**config.mk**
```make
export PLATFORM = sky130hd
export DESIGN_NAME = sram_lane_ctrl
export DESIGN_NICKNAME = d
export VERILOG_FILES = /design/src/rtl/sram_lane_ctrl.sv
export SDC_FILE = /design/constraint.sdc
export NUM_CORES = 1
export LEC_CHECK = 0
export CORE_MARGIN = 2
export CORE_UTILIZATION = 25
export DETAILED_ROUTE_END_ITERATION = 12
export DONT_BUFFER_PORTS = 1
export PLACE_DENSITY_LB_ADDON = 0.1
export RECOVER_POWER = 25
export SETUP_SLACK_MARGIN = 0.5
export SLEW_MARGIN = 5
export SYNTH_ARGS = -nofsm -noshare
export SYNTH_HDL_FRONTEND = slang
export SYNTH_SLANG_ARGS = --single-unit
```
**constraint.sdc**
```tcl
create_clock -name clk -period 5.36 [get_ports clk]
set_clock_uncertainty 0.05 [all_clocks]
set_input_delay 0 -clock clk [delete_from_list [all_inputs] [get_ports clk]]
set_output_delay 0 -clock clk [all_outputs]
set_load 0.01 [all_outputs]
```
**src/rtl/sram_lane_ctrl.sv**
```systemverilog
module sram_lane_ctrl #(
  parameter int ADDR_W  = 18,
  parameter int CLK_NS  = 20,
  parameter int T_WC_NS = 55,
  parameter int T_WP_NS = 45,
  parameter int T_DS_NS = 25,
  parameter int T_RC_NS = 55,
  parameter int T_AA_NS = 55,
  parameter int T_OE_NS = 30
) (
  input  logic              clk,
  input  logic              rst_n,
  input  logic              req_valid,
  output logic              req_ready,
  input  logic              req_write,
  input  logic [ADDR_W-1:0] req_addr,
  input  logic [15:0]       req_wdata,
  input  logic [1:0]        req_mask,
  output logic              rsp_valid,
  output logic [15:0]       rsp_rdata,
  output logic [ADDR_W-1:0] sram_addr,
  output logic [15:0]       sram_dq_o,
  output logic              sram_dq_oe,
  input  logic [15:0]       sram_dq_i,
  output logic              sram_ce_n,
  output logic              sram_oe_n,
  output logic              sram_we_n,
  output logic              sram_lb_n,
  output logic              sram_ub_n
);

  function automatic int to_cyc(int ns);
    int c;
    c = (ns + CLK_NS - 1) / CLK_NS;
    return (c < 1) ? 1 : c;
  endfunction

  function automatic int imax(int a, int b);
    return (a > b) ? a : b;
  endfunction

  localparam int PUL_C = imax(imax(to_cyc(T_WP_NS), to_cyc(T_DS_NS)), imax(to_cyc(T_WC_NS) - 2, 1));
  localparam int RD_C  = imax(imax(to_cyc(T_RC_NS), to_cyc(T_AA_NS)), to_cyc(T_OE_NS));
  localparam int CNT_W = $clog2(imax(PUL_C, RD_C) + 1);

  typedef enum logic [2:0] {S_IDLE, S_WSET, S_WPUL, S_WHLD, S_RACC, S_REND} st_t;

  st_t              st, nxt;
  logic [CNT_W-1:0] cnt;
  logic [1:0]       m_q;

  assign req_ready = (st == S_IDLE);

  wire accept = req_valid && req_ready;
  wire go     = accept && (req_mask != 2'b00);
  wire last   = (cnt == '0);

  always_comb begin
    nxt = st;
    case (st)
      S_IDLE:  if (go) nxt = req_write ? S_WSET : S_RACC;
      S_WSET:  nxt = S_WPUL;
      S_WPUL:  if (last) nxt = S_WHLD;
      S_WHLD:  nxt = S_IDLE;
      S_RACC:  if (last) nxt = S_REND;
      S_REND:  nxt = S_IDLE;
      default: nxt = S_IDLE;
    endcase
  end

  wire [1:0] m_nxt  = go ? req_mask : m_q;
  wire       bus_on = (nxt inside {S_WSET, S_WPUL, S_WHLD, S_RACC});

  always_ff @(posedge clk or negedge rst_n) begin
    if (!rst_n) begin
      st         <= S_IDLE;
      cnt        <= '0;
      m_q        <= 2'b00;
      sram_addr  <= '0;
      sram_dq_o  <= '0;
      sram_ce_n  <= 1'b1;
      sram_oe_n  <= 1'b1;
      sram_we_n  <= 1'b1;
      sram_lb_n  <= 1'b1;
      sram_ub_n  <= 1'b1;
      sram_dq_oe <= 1'b0;
      rsp_valid  <= 1'b0;
      rsp_rdata  <= '0;
    end else begin
      st <= nxt;
      if (nxt != st)
        cnt <= (nxt == S_WPUL) ? CNT_W'(PUL_C - 1) : CNT_W'(RD_C - 1);
      else if (!last)
        cnt <= cnt - 1'b1;
      if (go) begin
        m_q       <= req_mask;
        sram_addr <= req_addr;
        sram_dq_o <= req_wdata;
      end
      sram_ce_n  <= !bus_on;
      sram_oe_n  <= (nxt != S_RACC);
      sram_we_n  <= (nxt != S_WPUL);
      sram_dq_oe <= (nxt inside {S_WSET, S_WPUL, S_WHLD});
      sram_lb_n  <= !(bus_on && m_nxt[0]);
      sram_ub_n  <= !(bus_on && m_nxt[1]);
      rsp_valid  <= 1'b0;
      if (st == S_RACC && last) begin
        rsp_valid <= 1'b1;
        rsp_rdata <= {m_q[1] ? sram_dq_i[15:8] : 8'h00, m_q[0] ? sram_dq_i[7:0] : 8'h00};
      end else if (accept && !req_write && req_mask == 2'b00) begin
        rsp_valid <= 1'b1;
        rsp_rdata <= '0;
      end
    end
  end

endmodule


```
==> results of run 1 <==
==> cell usage in the layout, fill, tap and decap left out, types with 4 or more instances in the layout <==
cell and count:
a21oi_1 4, dlygate4sd3_1 72, dfstp_2 5, clkbuf_8 9
nand2_1 35, o22ai_1 16, inv_1 4, mux2_1 34
nand2b_1 4, dfrtp_1 59
==> registers in the layout (all words and copies together) (netlist names) <==
| name | cells |
|---|---|
| cnt | 2 |
| sram_we_n | 1 |
| sram_lb_n | 1 |
| sram_addr | 18 |
| sram_ub_n | 1 |
| st | 3 |
| m_q | 2 |
| rsp_valid | 1 |
| sram_ce_n | 1 |
| sram_dq_oe | 1 |
| sram_dq_o | 16 |
| sram_oe_n | 1 |
| rsp_rdata | 16 |
==> cells by family after synthesis <==
logic type,after synthesis,synth area share (%)
AND/OR/NAND/NOR,54,10.8
XOR/XNOR,1,0.334
flip-flops,64,61.2
multiplexers,34,14.6
adder cells (fa/ha/maj),1,0.477
AO/OA/AOI/OAI,35,8.96
buffers and inverters,18,3.62
==> cell type report <==
cell class | instances | share of cell area (%)
multi-input combinational | 125 | 25.3
clock inverter | 4 | 1.23
sequential | 64 | 44.0
tap | 136 | 4.66
inverter | 4 | 0.411
clock buffer | 12 | 3.70
timing repair buffer | 74 | 20.7
==> routing by layer <==
layer | up-vias | GRT usage, % | wire length, µm
met5 | - | 0 | 0
met4 | 0 | 5.75 | 113
met3 | 8 | 4.29 | 596
met2 | 72 | 17.9 | 3030
met1 | 926 | 13.0 | 2600
li1 | 864 | - | -
==> critical path: stages, from the launching register on <==
cell	delay [ns]
dfrtp_1	0.51
or4b_4	0.65
nor4_4	0.74
o22ai_1	0.19
dlygate4sd3_1	0.59
==> path summary, 6_finish.rpt <==
kind | startpoint | to | slack [ns]
max reg2reg | st[2] | rsp_rdata[5] | 2.49
min in group asynchronous | rst_n | sram_addr[2] | 0.16
min reg2reg | sram_addr[11] | sram_addr[11] | 0.51
max in group asynchronous | rst_n | sram_we_n | 4.77
max | st[2] | rsp_rdata[5] | 2.49
min | req_mask[0] | cnt[1] | 0.08
==> where the power goes <==
part | internal (mW) | leakage (nW) | switching [mW]
Sequential | 0.724 | 0.780 | 0.285
Clock | 0.213 | 0.0941 | 0.183
Combinational | 0.307 | 0.702 | 0.227
==> results_tabular.tex, run 1 <==
\begin{tabular}{lr}
\hline
Metric & Value \\
\hline
\multicolumn{2}{l}{\textbf{Outcome}} \\
\quad Outcome & finished clean \\
\multicolumn{2}{l}{\textbf{Timing}} \\
\quad Final worst-path setup slack & 2.49 ns \\
\quad Share of the clock period used by the worst path after layout & 53.5\% \\
\quad Actual transition at the worst max-transition pin & 0.960 ns \\
\quad Setup repair after global routing missed its margin & no \\
\quad Hold slack final & 0.0847 ns \\
\quad Endpoints failing setup & 0 \\
\quad Max-slew violation total from the final report & 0 \\
\quad Final critical delay including setup and external delays & 2.87 ns \\
\quad Count of endpoints failing hold in the final timing report & 0 \\
\quad Relative max-transition margin & 35.5\% \\
\quad Setup tns final & 0 ns \\
\quad Highest Clock Rate & 349 MHz \\
\multicolumn{2}{l}{\textbf{Cells and area}} \\
\quad Final core utilization & 35.5\% \\
\quad \# fillers & 1033 \\
\quad Register Area & 1610 µm² \\
\quad Share of cells above drive strength 1 & 8.83\% \\
\quad Design area & 3650 µm² \\
\quad Total number of nets in the final design & 335 \\
\quad Non-filler cells in the finished layout & 419 \\
\quad Antenna cells & 0 \\
\quad Syn-to-layout area delta & 39.1\% \\
\quad Multi-input gate area & 922 µm² \\
\multicolumn{2}{l}{\textbf{Place}} \\
\quad Cell area after placement & 2720 µm² \\
\quad RePlAce Congestion & 0.692 \\
\quad Cell total after placement & 330 \\
\quad Setup WS pre-CTS & 3.01 ns \\
\quad Input/output buffers & 0 \\
\quad Post-detail-place hpwl & 3770 µm \\
\multicolumn{2}{l}{\textbf{Worst hold path}} \\
\quad Instance count along the most critical hold path & 3 \\
\quad Type of the worst min-delay path & primary input to flip-flop \\
\multicolumn{2}{l}{\textbf{Floorplan}} \\
\quad Row count & 37 \\
\quad Floorplan core area & 10300 µm² \\
\quad Vertical die dimension & 106 µm \\
\quad Starting utilization of the core area & 25.5\% \\
\quad Die X-Extent & 106 µm \\
\quad Die ar. & 11300 µm² \\
\quad I/O pins & 114 \\
\multicolumn{2}{l}{\textbf{Worst setup path}} \\
\quad Required time of the critical path & 5.52 ns \\
\quad Critical path class & flip-flop to flip-flop \\
\quad Arrival time reported for the critical path endpoint & 3.03 ns \\
\quad Sort of element at the start of the critical path & flip-flop \\
\quad Cell count of the worst reg-to-reg path & 4 \\
\quad Maximum fanout encountered on the critical timing path & 16 \\
\quad Endpoint class of the critical path & flip-flop \\
\multicolumn{2}{l}{\textbf{Yosys}} \\
\quad Proportion of synthesized chip area in sequential cells & 61.2\% \\
\quad Warnings, synthesis & 0 \\
\quad Library cell with the largest summed area after synthesis & dfrtp\_1 \\
\quad Most numerous cell types in the synthesized netlist & dfrtp\_1, nand2\_1, mux2\_1, o22ai\_1, clkbuf\_1 \\
\quad Share of the synthesized area in the top cell type & 56.2\% \\
\quad Share of flip-flops with an asynchronous set or reset & 100\% \\
\quad Number of synthesized flops with an enable pin & 0 \\
\quad Cell variety after synth & 35 \\
\quad Most instantiated library cell after synthesis & dfrtp\_1 \\
\quad Mapped Area & 2630 µm² \\
\quad Flip-flop cell with the highest count after synthesis & dfrtp\_1 \\
\quad Top cells by area in the synthesized netlist & dfrtp\_1, mux2\_1, dfstp\_2, nand2\_1, o22ai\_1 \\
\quad Total nets after synthesis & 264 \\
\quad Total of flip-flops plus latches after synthesis & 64 \\
\quad Syn Area/Cell & 12.7 µm² \\
\quad Gate Count Post-Synth & 207 \\
\multicolumn{2}{l}{\textbf{CTS}} \\
\quad Post-CTS Hold Buffers & 73 \\
\quad Clock transition at the register clock pins on the worst setup and hold paths after CTS & 0.07 ns \\
\quad Clock root buffer & clkbuf\_8 \\
\quad Clock latency reported for the late side of the worst-skew pair & 0.34 ns \\
\quad CTS H-tree lvls & 3 \\
\quad CTS sink count & 64 \\
\quad Number of gates resized after CTS & 0 \\
\quad Buffer levels on the longest clock path & 2 \\
\quad Total setup buffers inserted after CTS & 0 \\
\quad CTS buffer count & 9 \\
\quad CTS tree & yes \\
\multicolumn{2}{l}{\textbf{Pwr}} \\
\quad Power per standard cell area & 532 nW/µm² \\
\quad Final total power & 1.94 mW \\
\quad Peak supply drop & 0.139 mV \\
\quad Leakage dissipation & 1.58 nW \\
\multicolumn{2}{l}{\textbf{Route}} \\
\quad Post-DRT Antenna Nets & 0 \\
\quad Number of search-and-repair iterations in the first detailed-routing pass & 4 \\
\quad Routed Wire Length & 6340 µm \\
\quad Wirelength per Cell & 15.1 µm \\
\quad DRC violation count after routing & 0 \\
\quad 1st-iter DRT viols & 78 \\
\quad Number of vias per cell after detailed routing & 4.46 \\
\quad Number of vias after detailed routing & 1870 \\
\multicolumn{2}{l}{\textbf{Job}} \\
\quad Max-cap violation count & 0 \\
\multicolumn{2}{l}{\textbf{Global routing}} \\
\quad First-pass GRT wire length & 9810 µm \\
\quad Sum of overflow across all layers after global routing & 0 \\
\quad Initial antenna violation count & 0 \\
\quad Pin count of the biggest net entering global routing & 65 \\
\quad Total GRT Usage & 11.2\% \\
\quad Via count of the first global-routing pass & 1936 \\
\hline
\end{tabular}
(Power assumes the default switching activity.)
==> run 2, diff against run 1 <==
==> constraint.sdc (replaced) <==
create_clock -name clk -period 2.7 [get_ports clk]
set_clock_uncertainty 0.05 [all_clocks]
set_input_delay 0 -clock clk [delete_from_list [all_inputs] [get_ports clk]]
set_output_delay 0 -clock clk [all_outputs]
set_load 0.01 [all_outputs]
==> results_tabular.tex, run 2 (same netlist as run 1, synthesis figures left out) <==
\begin{tabular}{lr}
\hline
Metric & Value \\
\hline
\multicolumn{2}{l}{\textbf{Timing}} \\
\quad Setup tns final & 0 ns (unchanged) \\
\quad Actual transition at the worst max-transition pin & 1.58 ns (+0.625 ns) \\
\quad Endpoints failing setup & 0 (unchanged) \\
\quad Share of the clock period used by the worst path after layout & 76.7\% (+23 points) \\
\quad Final critical delay including setup and external delays & 2.07 ns (-0.795 ns) \\
\quad Relative max-transition margin & -5.63\% (-41 points) \\
\quad Max-slew violation total from the final report & 65 (+65) \\
\quad Count of endpoints failing hold in the final timing report & 0 (unchanged) \\
\quad Final worst-path setup slack & 0.628 ns (-1.86 ns) \\
\quad Hold slack final & 0.0461 ns (-0.0386 ns) \\
\quad Highest Clock Rate & 483 MHz (+38\%) \\
\quad Setup repair after global routing missed its margin & no \\
\multicolumn{2}{l}{\textbf{Cells and area}} \\
\quad Antenna cells & 0 (unchanged) \\
\quad Syn-to-layout area delta & 33.9\% \\
\quad Total number of nets in the final design & 321 (-4.2\%) \\
\quad Commonest cells after routing, fill and taps aside & dfrtp\_1, dlygate4sd3\_1, nand2\_1 \\
\quad Share of cells above drive strength 1 & 10.4\% (+1.6 points) \\
\quad Final core utilization & 34.2\% (-1.3 points) \\
\quad Most common library cell in the layout ignoring fill and taps & dfrtp\_1 \\
\quad Registers with the most flip-flops & sram\_addr x18, rsp\_rdata x16, sram\_dq\_o x16 \\
\quad Top reg by flops & sram\_addr \\
\quad \# fillers & 1041 (+0.77\%) \\
\quad Flip-flop count of the largest register after layout & 18 (unchanged) \\
\multicolumn{2}{l}{\textbf{Route}} \\
\quad Number of vias after detailed routing & 1767 (-5.5\%) \\
\quad Wirelength per Cell & 15.5 µm (+2.5\%) \\
\quad Number of search-and-repair iterations in the first detailed-routing pass & 4 (unchanged) \\
\quad 1st-iter DRT viols & 92 (+18\%) \\
\quad Post-DRT Antenna Nets & 0 (unchanged) \\
\quad Routed Wire Length & 6280 µm (-0.90\%) \\
\quad Number of vias per cell after detailed routing & 4.36 (-2.2\%) \\
\quad DRC violation count after routing & 0 (unchanged) \\
\multicolumn{2}{l}{\textbf{Outcome}} \\
\quad Outcome & complete, but fails checks \\
\quad Violations in the final reports & max-capacitance violations, max-slew violations \\
\multicolumn{2}{l}{\textbf{Worst setup path}} \\
\quad Critical path class & flip-flop to flip-flop \\
\quad Arrival time reported for the critical path endpoint & 2.23 ns (-0.80 ns) \\
\quad Cell count of the worst reg-to-reg path & 4 (unchanged) \\
\quad Family of cells with the greatest summed delay on the critical path & simple AND/OR/NAND/NOR gates \\
\quad Launch instance of the worst register-to-register path & st[2] \\
\quad Critical path cell sequence & or4b\_4, nor2\_8, buf\_12, mux2\_1 \\
\quad R2R Path End & sram\_dq\_o[6] \\
\quad Max stage delay cell, worst path & or4b\_4 \\
\quad Number of logic stages on the critical path including buffering & 4 (unchanged) \\
\quad Reg2Reg Setup Slack & 0.63 ns (-1.86 ns) \\
\quad Count of buffering cells on the critical path with inverters included & 1 (unchanged) \\
\quad Critical path's largest stage delay & 0.65 ns (-0.09 ns) \\
\quad Maximum fanout encountered on the critical timing path & 36 (+20) \\
\quad Sort of element at the start of the critical path & flip-flop \\
\quad Endpoint class of the critical path & flip-flop \\
\quad Required time of the critical path & 2.86 ns (-2.66 ns) \\
\multicolumn{2}{l}{\textbf{CTS}} \\
\quad CTS buffer count & 9 (unchanged) \\
\quad Clock root buffer & clkbuf\_8 \\
\quad CTS tree & yes \\
\quad Buffer levels on the longest clock path & 2 (unchanged) \\
\quad Total setup buffers inserted after CTS & 0 (unchanged) \\
\quad CTS sink count & 64 (unchanged) \\
\quad Clock latency reported for the late side of the worst-skew pair & 0.33 ns (about the same) \\
\quad Clock transition at the register clock pins on the worst setup and hold paths after CTS & 0.07 ns (about the same) \\
\quad CTS H-tree lvls & 3 (unchanged) \\
\quad Post-CTS Hold Buffers & 57 (-22\%) \\
\quad Number of gates resized after CTS & 0 (unchanged) \\
\multicolumn{2}{l}{\textbf{Global routing}} \\
\quad First-pass GRT wire length & 9980 µm (+1.8\%) \\
\quad Pin count of the biggest net entering global routing & 65 (unchanged) \\
\quad Sum of overflow across all layers after global routing & 0 (unchanged) \\
\quad Total GRT Usage & 11.4\% (+0.24 points) \\
\quad Via count of the first global-routing pass & 1870 (-3.4\%) \\
\quad Initial antenna violation count & 0 (unchanged) \\
\multicolumn{2}{l}{\textbf{Worst hold path}} \\
\quad Origin of the worst min-delay path & req\_mask[1] \\
\quad Instance count along the most critical hold path & 3 (unchanged) \\
\quad Hold path endpoint & rsp\_rdata[3] \\
\quad Type of the worst min-delay path & primary input to flip-flop \\
\multicolumn{2}{l}{\textbf{Place}} \\
\quad Input/output buffers & 0 (unchanged) \\
\quad RePlAce Congestion & 0.691 (-0.23\%) \\
\quad Post-detail-place hpwl & 3780 µm (+0.26\%) \\
\quad Setup WS pre-CTS & 0.636 ns (-2.37 ns) \\
\multicolumn{2}{l}{\textbf{Pwr}} \\
\quad Peak supply drop & 0.295 mV (+110\%) \\
\quad Power per standard cell area & 1070 nW/µm² (+100\%) \\
\quad Leakage dissipation & 1.49 nW (-5.6\%) \\
\multicolumn{2}{l}{\textbf{Floorplan}} \\
\quad Vertical die dimension & 106 µm (unchanged) \\
\quad I/O pins & 114 (unchanged) \\
\quad Starting utilization of the core area & 25.5\% (unchanged) \\
\quad Die X-Extent & 106 µm (unchanged) \\
\quad Floorplan core area & 10300 µm² (unchanged) \\
\quad Row count & 37 (unchanged) \\
\quad Die ar. & 11300 µm² (unchanged) \\
\multicolumn{2}{l}{\textbf{Job}} \\
\quad Max-cap violation count & 1 (+1) \\
\hline
\end{tabular}
run 2: area by class of cell:
type                            count  area, µm²  area share (%)
Clock buffer                       13        159            4.52
Clock inverter                      3       40.0            1.14
Inverter                            4       15.0           0.427
Multi-Input combinational cell    125        922            26.2
Sequential cell                    64       1610            45.7
Tap cell                          136        170            4.84
Timing Repair Buffer               60        601            17.1
run 2: routing by layer:
metal,vias up,part of all wire [%],track usage [%]
met1,859,44,14.4
met5,-,0,0
met3,7,7.1,4.11
met4,0,1.5,4.45
met2,67,48,17.9
li1,834,-,-
run 2: how the worst max path moves through the flow:
stage               startpoint       endpoint  slack, ns
finish                   st[2]   sram_dq_o[6]       0.63
floorplan                st[0]   sram_addr[0]       0.82
detailed placement       st[2]  sram_dq_o[10]       0.64
CTS                      st[2]   sram_dq_o[8]       0.62
global placement         st[2]  sram_dq_o[13]       0.65
global route             st[2]   sram_dq_o[5]       0.54
run 2: report_power, final:
part	total [mW]	switching [mW]	internal, mW
sequential	2.00	0.565	1.44
combinational	0.917	0.427	0.489
clock	0.840	0.365	0.475
run 2: through the flow:
stage	total power, mW	std cells	instance area (µm²)
floorplan	2.64	207	2630
global placement	2.86	332	2750
detailed placement	2.87	332	2750
CTS	3.84	405	3540
global route	4.04	405	3510
finish	3.76	405	3510
run 2: worst reg2reg max path, delay by kind of cell (launching register included):
kind | cells | cell delay [ns]
DFF | 1 | 0.51
buffers and inverters | 1 | 0.22
muxes | 1 | 0.37
and+or+nand+nor | 2 | 0.80
==> run 3, diff against run 2 <==
--- a/config.mk
+++ b/config.mk
@@ -5,6 +5,7 @@
 export SDC_FILE = /design/constraint.sdc
 export NUM_CORES = 1
 export LEC_CHECK = 0
+export ABC_AREA = 1
 export CORE_MARGIN = 2
 export CORE_UTILIZATION = 25
 export DETAILED_ROUTE_END_ITERATION = 12
==> constraint.sdc (replaced) <==
create_clock -name clk -period 2.1 [get_ports clk]
set_clock_uncertainty 0.05 [all_clocks]
set_input_delay 0 -clock clk [delete_from_list [all_inputs] [get_ports clk]]
set_output_delay 0 -clock clk [all_outputs]
set_load 0.01 [all_outputs]
==> results_tabular.tex, run 3 <==
\begin{tabular}{lr}
\hline
Metric & Value \\
\hline
\multicolumn{2}{l}{\textbf{Outcome}} \\
\quad Outcome & finished clean \\
\multicolumn{2}{l}{\textbf{Pwr}} \\
\quad Int Power & 3.63 mW (+51\%) \\
\quad Leakage dissipation & 1.73 nW (+16\%) \\
\quad Fraction of power consumed by sequential logic & 45.9\% (-7.4 points) \\
\quad Clk pwr share & 20.7\% (-1.6 points) \\
\quad Combinational power share & 33.4\% (+9.0 points) \\
\quad Power per standard cell area & 1470 nW/µm² (+37\%) \\
\quad Sw frac & 35.4\% (-0.67 points) \\
\quad Switching power of the nets & 1.99 mW (+47\%) \\
\quad Peak supply drop & 0.401 mV (+36\%) \\
\multicolumn{2}{l}{\textbf{Cells and area}} \\
\quad Top reg by flops & sram\_addr \\
\quad Registers with the most flip-flops & sram\_addr x18, rsp\_rdata x16, sram\_dq\_o x16 \\
\quad Commonest cells after routing, fill and taps aside & dfrtp\_1, dlygate4sd3\_1, mux2\_4 \\
\quad Antenna cells & 0 (unchanged) \\
\quad Share of cells above drive strength 1 & 34.1\% (+24 points) \\
\quad \# fillers & 1070 (+2.8\%) \\
\quad Most common library cell in the layout ignoring fill and taps & dfrtp\_1 \\
\quad Total number of nets in the final design & 331 (+3.1\%) \\
\quad Syn-to-layout area delta & 38.2\% \\
\quad Final core utilization & 35.3\% (+1.1 points) \\
\quad Flip-flop count of the largest register after layout & 18 (unchanged) \\
\multicolumn{2}{l}{\textbf{Timing}} \\
\quad Setup repair after global routing missed its margin & yes \\
\quad Share of the clock period used by the worst path after layout & 76.7\% (about the same) \\
\quad Hold slack final & 0.0555 ns (+0.00939 ns) \\
\quad Setup tns final & 0 ns (unchanged) \\
\quad Count of endpoints failing hold in the final timing report & 0 (unchanged) \\
\quad Final worst-path setup slack & 0.489 ns (-0.139 ns) \\
\quad Max-slew violation total from the final report & 0 (-100\%) \\
\quad Highest Clock Rate & 621 MHz (+29\%) \\
\quad Final critical delay including setup and external delays & 1.61 ns (-0.461 ns) \\
\quad Actual transition at the worst max-transition pin & 0.516 ns (-1.07 ns) \\
\quad Endpoints failing setup & 0 (unchanged) \\
\quad Relative max-transition margin & 65.5\% (+71 points) \\
\multicolumn{2}{l}{\textbf{Global routing}} \\
\quad Total GRT Usage & 11.0\% (-0.44 points) \\
\quad Pin count of the biggest net entering global routing & 65 (unchanged) \\
\quad First-pass GRT wire length & 9600 µm (-3.9\%) \\
\quad Via count of the first global-routing pass & 1816 (-2.9\%) \\
\quad Initial antenna violation count & 0 (unchanged) \\
\quad Sum of overflow across all layers after global routing & 0 (unchanged) \\
\multicolumn{2}{l}{\textbf{Yosys}} \\
\quad Mapped Area & 2770 µm² (+5.6\%) \\
\quad Most instantiated library cell after synthesis & dfrtp\_1 \\
\quad Cell variety after synth & 30 (-14\%) \\
\quad Most numerous cell types in the synthesized netlist & dfrtp\_1, mux2\_4, inv\_1, nand3\_1, nand2\_1 \\
\quad Share of flip-flops with an asynchronous set or reset & 100\% (unchanged) \\
\quad Gate Count Post-Synth & 204 (-1.4\%) \\
\quad Syn Area/Cell & 13.6 µm² (+7.2\%) \\
\quad Library cell with the largest summed area after synthesis & dfrtp\_1 \\
\quad Top cells by area in the synthesized netlist & dfrtp\_1, mux2\_4, dfstp\_2, inv\_1, nand3\_1 \\
\quad Total nets after synthesis & 261 (-1.1\%) \\
\quad Warnings, synthesis & 0 (unchanged) \\
\quad Number of synthesized flops with an enable pin & 0 (unchanged) \\
\quad Flip-flop cell with the highest count after synthesis & dfrtp\_1 \\
\quad Total of flip-flops plus latches after synthesis & 64 (unchanged) \\
\quad Share of the synthesized area in the top cell type & 53.2\% (-3.0 points) \\
\quad Proportion of synthesized chip area in sequential cells & 58.0\% (-3.3 points) \\
\multicolumn{2}{l}{\textbf{CTS}} \\
\quad Clock latency reported for the late side of the worst-skew pair & 0.34 ns (about the same) \\
\quad CTS tree & yes \\
\quad Buffer levels on the longest clock path & 2 (unchanged) \\
\quad CTS H-tree lvls & 3 (unchanged) \\
\quad CTS sink count & 64 (unchanged) \\
\quad CTS buffer count & 9 (unchanged) \\
\quad Clock transition at the register clock pins on the worst setup and hold paths after CTS & 0.07 ns (about the same) \\
\quad Clock root buffer & clkbuf\_8 \\
\multicolumn{2}{l}{\textbf{Route}} \\
\quad DRC violation count after routing & 0 (unchanged) \\
\quad Routed Wire Length & 6500 µm (+3.4\%) \\
\quad Wirelength per Cell & 15.5 µm (about the same) \\
\quad Post-DRT Antenna Nets & 0 (unchanged) \\
\quad 1st-iter DRT viols & 75 (-18\%) \\
\quad Number of vias per cell after detailed routing & 4.13 (-5.4\%) \\
\quad Number of vias after detailed routing & 1730 (-2.1\%) \\
\quad Number of search-and-repair iterations in the first detailed-routing pass & 4 (unchanged) \\
\multicolumn{2}{l}{\textbf{Job}} \\
\quad Max-cap violation count & 0 (-1) \\
\multicolumn{2}{l}{\textbf{Floorplan}} \\
\quad Die X-Extent & 109 µm (+2.7\%) \\
\quad Die ar. & 11900 µm² (+5.4\%) \\
\quad Row count & 38 (+2.7\%) \\
\quad Floorplan core area & 10800 µm² (+5.5\%) \\
\quad I/O pins & 114 (unchanged) \\
\quad Starting utilization of the core area & 25.6\% (+0.035 points) \\
\quad Vertical die dimension & 109 µm (+2.7\%) \\
\multicolumn{2}{l}{\textbf{Worst setup path}} \\
\quad Endpoint class of the critical path & flip-flop \\
\quad Required time of the critical path & 2.27 ns (-0.59 ns) \\
\quad Maximum fanout encountered on the critical timing path & 8 (-78\%) \\
\quad Critical path class & flip-flop to flip-flop \\
\quad Arrival time reported for the critical path endpoint & 1.78 ns (-0.45 ns) \\
\quad Sort of element at the start of the critical path & flip-flop \\
\multicolumn{2}{l}{\textbf{Place}} \\
\quad Post-detail-place hpwl & 3930 µm (+4.0\%) \\
\quad RePlAce Congestion & 0.677 (-2.0\%) \\
\quad Input/output buffers & 0 (unchanged) \\
\quad Setup WS pre-CTS & 0.295 ns (-0.341 ns) \\
\multicolumn{2}{l}{\textbf{Worst hold path}} \\
\quad Type of the worst min-delay path & primary input to flip-flop \\
\hline
\end{tabular}
run 3: changes by cell type in the layout (fill, tap and decap cells not counted), sizes merged, moves of 3 or more:
cell	before	now
inv	4	28
nand2	35	17
nand3	2	18
o21ai	3	19
o22ai	16	0
buf	3	9
nand2b	4	0
nor2	4	8
a21o	3	0
run 3: worst max-delay path, stage by stage, from the launching register on:
cell and delay (ns):
dfrtp_2 0.45, nor2_8 0.15, nand3_4 0.11, nor2_8 0.22
clkbuf_16 0.22, mux2_4 0.30
run 3: power by group through the flow:
stage | Sequential (mW) | Clock (mW) | Combinational, mW
detailed placement | 2.60 | 0 | 1.60
floorplan | 2.42 | 0 | 1.46
finish | 2.58 | 1.16 | 1.87
global placement | 2.62 | 0 | 1.56
CTS | 2.59 | 1.22 | 1.74
global route | 2.67 | 1.29 | 2.07
run 3: final cells by class:
cell class              count  area [µm²]  share of cell area (%)
repair buffers             66         717                    18.7
clock buffers              14         183                    4.77
flip-flops and latches     64        1610                    42.1
inverters                  28         105                    2.74
well taps                 140         175                    4.57
multi-input cells         105        1000                    26.2
clock inverters             2        35.0                   0.914
run 3: logic make-up after synthesis:
family	Yosys count	synth area share [%]
buffers and inverters	35	6.81
XOR/XNOR	1	0.316
multiplexers	34	17.9
AO/OA/AOI/OAI	23	6.05
AND/OR/NAND/NOR	46	10.5
flip-flops	64	58.0
adder cells (fa/ha/maj)	1	0.451
run 3: final timing paths:
kind                             start            end  slack [ns]  cells past startpoint
max                              st[0]  sram_addr[14]        0.49                      5
min                        req_mask[0]         m_q[1]        0.06                      3
max reg2reg                      st[0]  sram_addr[14]        0.49                      5
min reg2reg                     cnt[1]         cnt[1]        0.47                      2
max in group asynchronous        rst_n      sram_oe_n        1.58                      2
min in group asynchronous        rst_n          st[2]        0.14                      2
run 3: what timing repair did:
| action | CTS | global route |
|---|---|---|
| endpoints found under the hold margin | 126 | 0 |
| cloned | 0 | 2 |
| endpoints found under the setup margin | 50 | 47 |
| gates resized for setup | 3 | 10 |
| buffers inserted | 1 | 4 |
| pin swaps | 1 | 2 |
| hold buffers | 56 | 0 |
run 3: layer usage:
| layer | part of all wire (%) | wire length, µm | vias up | track usage [%] |
|---|---|---|---|---|
| li1 | - | - | 803 | - |
| met1 | 44 | 2870 | 844 | 12.9 |
| met2 | 46 | 2990 | 72 | 17.0 |
| met3 | 8.1 | 527 | 11 | 4.86 |
| met4 | 1.7 | 112 | 0 | 5.42 |
| met5 | 0 | 0 | - | 0 |
run 3: stage by stage:
stage	instances	power, mW	instance area, µm²
6_report	419	5.61	3830
5_1_grt	419	6.02	3830
4_1_cts	413	5.56	3720
3_5_place_dp	340	4.20	2910
3_3_place_gp	340	4.18	2910
2_1_floorplan	204	3.87	2770
